### src/rtl/lcu_pkg.sv
package lcu_pkg;
  typedef enum logic [1:0] {
    OP_AND = 2'd0,
    OP_XOR = 2'd1,
    OP_OR  = 2'd2,
    OP_CMP = 2'd3
  } lcu_op_e;

  typedef struct packed {
    logic s;
    logic z;
    logic y;
    logic h;
    logic x;
    logic pv;
    logic n;
    logic c;
  } lcu_flags_t;

  localparam int unsigned X_BIT = 3;
  localparam int unsigned Y_BIT = 5;
  localparam int unsigned NIB_W = 4;
endpackage

### src/rtl/lcu_logic.sv
module lcu_logic #(
  parameter int unsigned W = 8
) (
  input  lcu_pkg::lcu_op_e op_i,
  input  logic [W-1:0]     a_i,
  input  logic [W-1:0]     b_i,
  output logic [W-1:0]     res_o
);
  import lcu_pkg::*;

  always_comb begin
    unique case (op_i)
      OP_AND:  res_o = a_i & b_i;
      OP_XOR:  res_o = a_i ^ b_i;
      OP_OR:   res_o = a_i | b_i;
      default: res_o = a_i;
    endcase
  end
endmodule

### src/rtl/lcu_sub.sv
module lcu_sub #(
  parameter int unsigned W = 8
) (
  input  logic [W-1:0] a_i,
  input  logic [W-1:0] b_i,
  output logic [W-1:0] diff_o,
  output logic         borrow_o,
  output logic         half_o,
  output logic         ovf_o
);
  import lcu_pkg::*;
  localparam int unsigned MSB = W - 1;

  logic [W:0] wide;

  always_comb begin
    wide     = {1'b0, a_i} - {1'b0, b_i};
    diff_o   = wide[W-1:0];
    borrow_o = wide[W];
    half_o   = a_i[NIB_W-1:0] < b_i[NIB_W-1:0];
    ovf_o    = (a_i[MSB] ^ b_i[MSB]) & (wide[MSB] ^ a_i[MSB]);
  end


  always_comb begin
    borrow_chk: assert (borrow_o == (a_i < b_i));
  end
endmodule

### src/rtl/lcu_flags.sv
module lcu_flags #(
  parameter int unsigned W = 8
) (
  input  lcu_pkg::lcu_op_e   op_i,
  input  logic [W-1:0]       acc_i,
  input  logic [W-1:0]       log_res_i,
  input  logic [W-1:0]       diff_i,
  input  logic               borrow_i,
  input  logic               half_i,
  input  logic               ovf_i,
  input  logic [1:0]         opnd_xy_i,  // {bit 5, bit 3} of operand
  output logic [W-1:0]       res_o,
  output logic               we_o,
  output lcu_pkg::lcu_flags_t flags_o
);
  import lcu_pkg::*;
  localparam int unsigned MSB = W - 1;

  logic is_cmp;
  assign is_cmp = (op_i == OP_CMP);

  always_comb begin
    flags_o = '0;
    if (is_cmp) begin
      res_o      = acc_i;
      we_o       = 1'b0;
      flags_o.s  = diff_i[MSB];
      flags_o.z  = (diff_i == '0);
      flags_o.y  = opnd_xy_i[1];
      flags_o.h  = half_i;
      flags_o.x  = opnd_xy_i[0];
      flags_o.pv = ovf_i;
      flags_o.n  = 1'b1;
      flags_o.c  = borrow_i;
    end else begin
      res_o      = log_res_i;
      we_o       = 1'b1;
      flags_o.s  = log_res_i[MSB];
      flags_o.z  = (log_res_i == '0);
      flags_o.y  = log_res_i[Y_BIT];
      flags_o.h  = (op_i == OP_AND);
      flags_o.x  = log_res_i[X_BIT];
      flags_o.pv = ~^log_res_i;
      flags_o.n  = 1'b0;
      flags_o.c  = 1'b0;
    end
  end
endmodule

### src/rtl/logic_cmp_unit.sv
module logic_cmp_unit #(
  parameter int unsigned W = 8
) (
  input  logic         clk_i,
  input  logic         rst_ni,
  input  logic [1:0]   op_i,
  input  logic [W-1:0] acc_i,
  input  logic [W-1:0] opnd_i,
  output logic [W-1:0] res_o,
  output logic         acc_we_o,
  output logic [7:0]   flags_o
);
  import lcu_pkg::*;

  lcu_op_e    op;
  logic [W-1:0] log_res, diff, res_d;
  logic         borrow, half, ovf, we_d;
  lcu_flags_t   flags_d;

  assign op = lcu_op_e'(op_i);

  lcu_logic #(.W(W)) u_logic (
    .op_i(op), .a_i(acc_i), .b_i(opnd_i), .res_o(log_res)
  );

  lcu_sub #(.W(W)) u_sub (
    .a_i(acc_i), .b_i(opnd_i), .diff_o(diff),
    .borrow_o(borrow), .half_o(half), .ovf_o(ovf)
  );

  lcu_flags #(.W(W)) u_flags (
    .op_i(op), .acc_i(acc_i), .log_res_i(log_res), .diff_i(diff),
    .borrow_i(borrow), .half_i(half), .ovf_i(ovf),
    .opnd_xy_i({opnd_i[Y_BIT], opnd_i[X_BIT]}),
    .res_o(res_d), .we_o(we_d), .flags_o(flags_d)
  );

  always_ff @(posedge clk_i or negedge rst_ni) begin
    if (!rst_ni) begin
      res_o    <= '0;
      acc_we_o <= 1'b0;
      flags_o  <= '0;
    end else begin
      res_o    <= res_d;
      acc_we_o <= we_d;
      flags_o  <= flags_d;
    end
  end


  logic_nc_clr_chk: assert property (@(posedge clk_i) disable iff (!rst_ni)
    acc_we_o |-> (!flags_o[1] && !flags_o[0] && flags_o[6] == (res_o == '0)));


  logic_xy_chk: assert property (@(posedge clk_i) disable iff (!rst_ni)
    acc_we_o |-> (flags_o[5] == res_o[Y_BIT] && flags_o[3] == res_o[X_BIT]));


  and_h_chk: assert property (@(posedge clk_i) disable iff (!rst_ni)
    ($past(rst_ni) && $past(op_i) == OP_AND) |-> (acc_we_o && flags_o[4]));


  cmp_no_we_chk: assert property (@(posedge clk_i) disable iff (!rst_ni)
    ($past(rst_ni) && $past(op_i) == OP_CMP) |-> (!acc_we_o && flags_o[1] && res_o == $past(acc_i)));


  cmp_xy_chk: assert property (@(posedge clk_i) disable iff (!rst_ni)
    ($past(rst_ni) && $past(op_i) == OP_CMP) |->
      (flags_o[5] == $past(opnd_i[Y_BIT]) && flags_o[3] == $past(opnd_i[X_BIT])));
endmodule

### config.mk
export PLATFORM = sky130hd
export DESIGN_NAME = logic_cmp_unit
export DESIGN_NICKNAME = d
export VERILOG_FILES = /design/src/rtl/lcu_pkg.sv /design/src/rtl/lcu_logic.sv /design/src/rtl/lcu_sub.sv /design/src/rtl/lcu_flags.sv /design/src/rtl/logic_cmp_unit.sv
export SDC_FILE = /design/constraint.sdc
export NUM_CORES = 1
export LEC_CHECK = 0
export BUFFER_PORTS_ARGS = -buffer_cell sky130_fd_sc_hd__clkbuf_2
export CELL_PAD_IN_SITES_DETAIL_PLACEMENT = 1
export CELL_PAD_IN_SITES_GLOBAL_PLACEMENT = 2
export CORE_MARGIN = 2
export CORE_UTILIZATION = 35
export CTS_BUF_LIST = sky130_fd_sc_hd__clkbuf_8 sky130_fd_sc_hd__clkbuf_16
export DETAILED_ROUTE_END_ITERATION = 8
export PLACE_DENSITY = 0.87
export SLEW_MARGIN = 30
export SYNTH_ARGS = -nofsm -noshare
export SYNTH_HDL_FRONTEND = slang
export SYNTH_HIERARCHICAL = 1
export SYNTH_SLANG_ARGS = --single-unit
### constraint.sdc
create_clock -name clk_i -period 0.8 [get_ports clk_i]
set_input_delay 0.04 -clock clk_i [delete_from_list [all_inputs] [get_ports clk_i]]
set_output_delay 0.04 -clock clk_i [all_outputs]
set_load 0.01 [all_outputs]
Word-level counts from Yosys, hierarchy flattened --
Cells that the tools add are included.
Storage, ports and cells: register bits 17, input port bits 20, output and inout port bits 17, logic and storage cells 22
Cells by class: order comparisons 1, bitwise gates (word level) 6, add/sub/neg operators 1, multiplexer cells 4, eq/ne operators 3, reduce and logical (&&, ||, !) cells 4
Operators with widths (count):
- 8-bit case mux with 3 select lines | 1
- 8-bit zero test | 2
- 8-bit 2-to-1 mux | 2
- 8-bit by 8-bit subtractor with 9-bit output | 1
- 8-bit AND | 1
- 8-bit OR | 1
- 8-bit XNOR reduction | 1
- 8-bit XOR | 1
- 2-bit equality test, second input constant | 2
- 4-bit < comparator | 1
- 2-bit by 1-bit equality test with 1-bit output, second input constant | 1
- 2-bit zero test | 1
- 1-bit XOR | 2
- 1-bit AND | 1
- 1-bit 2-to-1 mux | 1

Logic depth before layout (Yosys ltp) --
depth after elaboration 4, mapped depth 10, mapped depth without buffers 10

By module --
Netlist, hierarchy kept.
Modules (own cells, without submodules):
- lcu_logic | sequential area each 0.0 um2, cells each 50, instances 1, area an instance 486.7 um2
- logic_cmp_unit | sequential area each 425.4 um2, cells each 17, instances 1, area an instance 425.4 um2
- lcu_sub | sequential area each 0.0 um2, cells each 56, instances 1, area an instance 406.6 um2
- lcu_flags | sequential area each 0.0 um2, cells each 55, instances 1, area an instance 304.0 um2

Least setup slack after synthesis --
No wires, ideal clock.
path kind input port to flip-flop, start point input acc_i[0], end point register flags_o[6], data required time 0.717 ns, cell stages on the path 10, buffers on the path 0, arrival 1.509 ns, setup slack -0.792 ns, path through inv_1 ha_1 fa_1 nor2b_1 o31ai_1 a21oi_1 o21ba_2 nor4_1 nand3_1 o21ai_0
RTL lines:
- from (decl) | RTL line logic_cmp_unit.sv:7 | input logic [W-1:0] acc_i,
- to (signal assigned) | RTL line logic_cmp_unit.sv:46 | flags_o <= flags_d;
- to (decl) | RTL line logic_cmp_unit.sv:11 | output logic [7:0] flags_o

==> impl.org <==
** Clock network
- TritonCTS clock tree :: yes
- CTS H-tree depth :: 1
- Maximum root-to-sink buffer count :: 2
- Count of clock tree sinks :: 17
- After clock tree synthesis, the clock-pin slew on the worst setup and hold paths is 0.07 ns.
- Clock tree synthesis inserted a total of 3 buffers.
- The tree is rooted in a clkbuf_8.

** Routing
- After detailed routing, the number of vias per cell comes to 5.22.
- Routed wire length per instance :: 21.2 microns
- For this run, the detailed router's first-pass iteration total came to 4.
- Antenna viol nets, final :: 0
- For this block, the initial DRC count from the detailed router was 56.
- Routed WL :: 6400 microns
- The detailed router placed 1576 vias in this run.
- Post-route DRC :: 0

** Critical path
- The worst setup path is captured at a flop.
- On the worst path, the slowest cell contributes a delay of 0.48 ns.
- In this run the worst path has a maximum fanout of 4.
- Data arrives at the worst endpoint at 1.80 ns.
- Endpoint required time on the critical path :: 0.95 ns
- Crit start category :: input pin
- The critical path goes through clkbuf_16 > buf_4 > inv_4 > ha_4 > mux4_2 > inv_4 > ha_4 > xnor2_2 > xnor2_1 > a21oi_1.
- Crit Path Class :: in2reg
- The largest individual stage delay along the critical path comes from the cell mux4_2.

** Layout
- Post-layout instance area :: 2890 sq um
- Most common cell after layout, fill and taps aside :: buf_4
- Fraction of layout instances using a drive strength above 1 :: 64.4%
- Most frequent cells in the layout :: buf_4, clkbuf_2, ha_4, dfrtp_1, nand2_1
- Area overhead of the layout relative to synthesis :: 77.9%
- 0 antenna diodes ended up in the layout.
- After the last flow step, the layout net total stands at 300.

** STA
- In this run the tightest slew margin relative to its limit is 71.3%.
- Number of failing hold endpoints at the final stage :: 0
- Counting I/O delays and the setup requirement, the final critical path takes 1.65 ns.
- Setup TNS after final layout :: -4.85 ns
- Transition at the pin with the smallest max-transition slack :: 0.430 ns
- Setup repair after global routing could not meet its margin everywhere.
- Based on the critical path, the design can be clocked at up to 0.606 GHz.
- Final hold analysis gives a worst-case slack of 0.0397 ns.
- Setup-failing EPs final :: 19
- Post-route worst setup slack :: -0.851 ns
- Number of max-slew violations in the final report :: 0
- The final critical path takes up 206% of the cycle.

** Die
- Number of I/O pins :: 37
- Die Width :: 72.1 microns
- The initial utilization of the core area, before any placement, comes to 36.8%.
- Placeable core region :: 4410 sq um
- Number of standard-cell rows in the floorplan :: 24
- Area of the die :: 5200 sq um
- In this run the vertical extent of the chip is 72.1 microns.

** Placed design
- Port Buf Inserts :: 36
- Final weighted congestion in routability-driven placement :: 0.799
- Summed over all nets, the half-perimeter wirelength after detailed placement is 3920 microns.
- Placed inst area :: 2360 sq um

** Pwr
- Dividing total power by cell area gives a power density of 1290 nW/um^2.
- IR analysis of the VDD net gives a maximum drop of 0.641 mV.
- Leakage component of the power :: 1.37 nW

** Global routing
- The first global-routing pass estimated 9780 microns of wire.
- The number of antenna violations at the first check in global routing is 0.
- The total overflow left after global routing is 0.
- Global routing consumed, over all layers together, 25.7% of the routing resources.
- Entering global routing, the biggest net connects 18 pins.
- Number of global-route vias before repair :: 1750

** Synthesis
- Post-Syn Nets :: 227
- Proportion of synthesized chip area in sequential cells :: 26.2%
- In the synthesized netlist the dominant register cell turns out to be dfrtp_1.
- Synthesized instance count :: 178
- Largest area contributor in the netlist :: dfrtp_1
- The synthesized design contains 0 enable-type register cells.
- Synthesis instantiated 33 different standard cells from the library.
- Summing every instance area after synthesis gives 1620 sq um.
- Register bit count reported by yosys :: 17
- Yosys top cell area share :: 26.2%
- Synthesis Warnings :: 6
- Fraction of synthesis flops using an asynchronous set or reset pin :: 100%
- Average footprint of a synthesized cell :: 9.12 sq um
- Largest cells by area after synthesis :: dfrtp_1, ha_1, mux4_2

** Outcome
- Violated checks :: setup timing
- Outcome :: finished, violations left

** Worst hold path
- Worst min-delay path class :: in2reg

** Run
- Max-cap violations in this run came to 0.
## worst max-delay path, delay by kind of cell
family,cells,cell delay [ns]
buf+inv,4,0.43
mux,1,0.48
xor+xnor,2,0.35
compound gates,1,0.10
fa+ha+maj,2,0.39
## power by group
part	internal (W)	switching, W	total [W]	leakage, nW
Clock	0.000347	0.000338	0.000686	0.0255
Combinational	0.00104	0.000991	0.00203	1.13
Sequential	0.000967	0.0000315	0.000999	0.205
## cell families after synthesis
logic type,share of synthesized area [%]
DFF,26.2
adders and majority gates,22.8
buffers and inverters,13.5
AOI/OAI and AO/OA,9.41
and+or+nand+nor,12.8
muxes,12.0
xor gates and xnor gates,3.24
## cells in the mapped netlist (2+ instances only)
master    n
buf_6     3
mux4_2    8
xnor2_1   5
or2_2     2
ha_1     28
nor2b_1   3
dfrtp_1  17
nor4_1    2
o21ai_0   9
o21a_1    3
nor3_1    2
nor2_1    6
inv_1    45
nand3_1   2
a21oi_1   5
nand2_1  21
## path summary, 6_finish.rpt
| check | end | start | slack, ns | cells past startpoint |
|---|---|---|---|---|
| min in group asynchronous | flags_o[5] | rst_ni | 0.24 | 2 |
| worst max-delay path | flags_o[2] | acc_i[0] | -0.85 | 10 |
| worst min-delay path | flags_o[5] | opnd_i[5] | 0.04 | 3 |
| max in group asynchronous | res_o[4] | rst_ni | 0.26 | 2 |
## per-stage QoR
stage	setup WS [ns]	total power [W]	std cells	utilization [%]
finish	-0.851	0.00371	302	65.4
global route	-0.922	0.00389	302	65.4
CTS	-0.786	0.00351	301	63.9
detailed placement	-1.11	0.00253	289	53.4
global placement	-1.05	0.00244	289	53.4
floorplan	-0.713	0.00191	178	-
## routing by layer
metal  global-route usage [%]  up-vias  wire (microns)
li1                         -      726               -
met5                        0        -               0
met1                     29.9      793            2550
met2                     48.5       47            3490
met3                     3.33       10             256
met4                     7.55        0             106
## timing repair
item	4_1_cts	5_1_grt
hold endpoints to repair	17	0
gates resized for setup	69	16
setup buffers	9	3
endpoints found under the setup margin	16	30
pin swaps	21	10
cloned	0	0
hold buffers	1	0
## sequential cells by signal, summed over array words and instances (netlist names)
| register | count |
|---|---|
| acc_we_o | 1 |
| res_o | 8 |
| flags_o | 8 |
## cell type report
| type | count | area, sq um |
|---|---|---|
| inverter | 46 | 278 |
| clock inverter | 1 | 5.00 |
| multi-input combinational | 110 | 1330 |
| clock buffer | 3 | 41.3 |
| timing repair buffer | 73 | 743 |
| fill | 462 | 1530 |
| tap | 52 | 65.1 |
| sequential | 17 | 425 |
(Power assumes the default switching activity.)
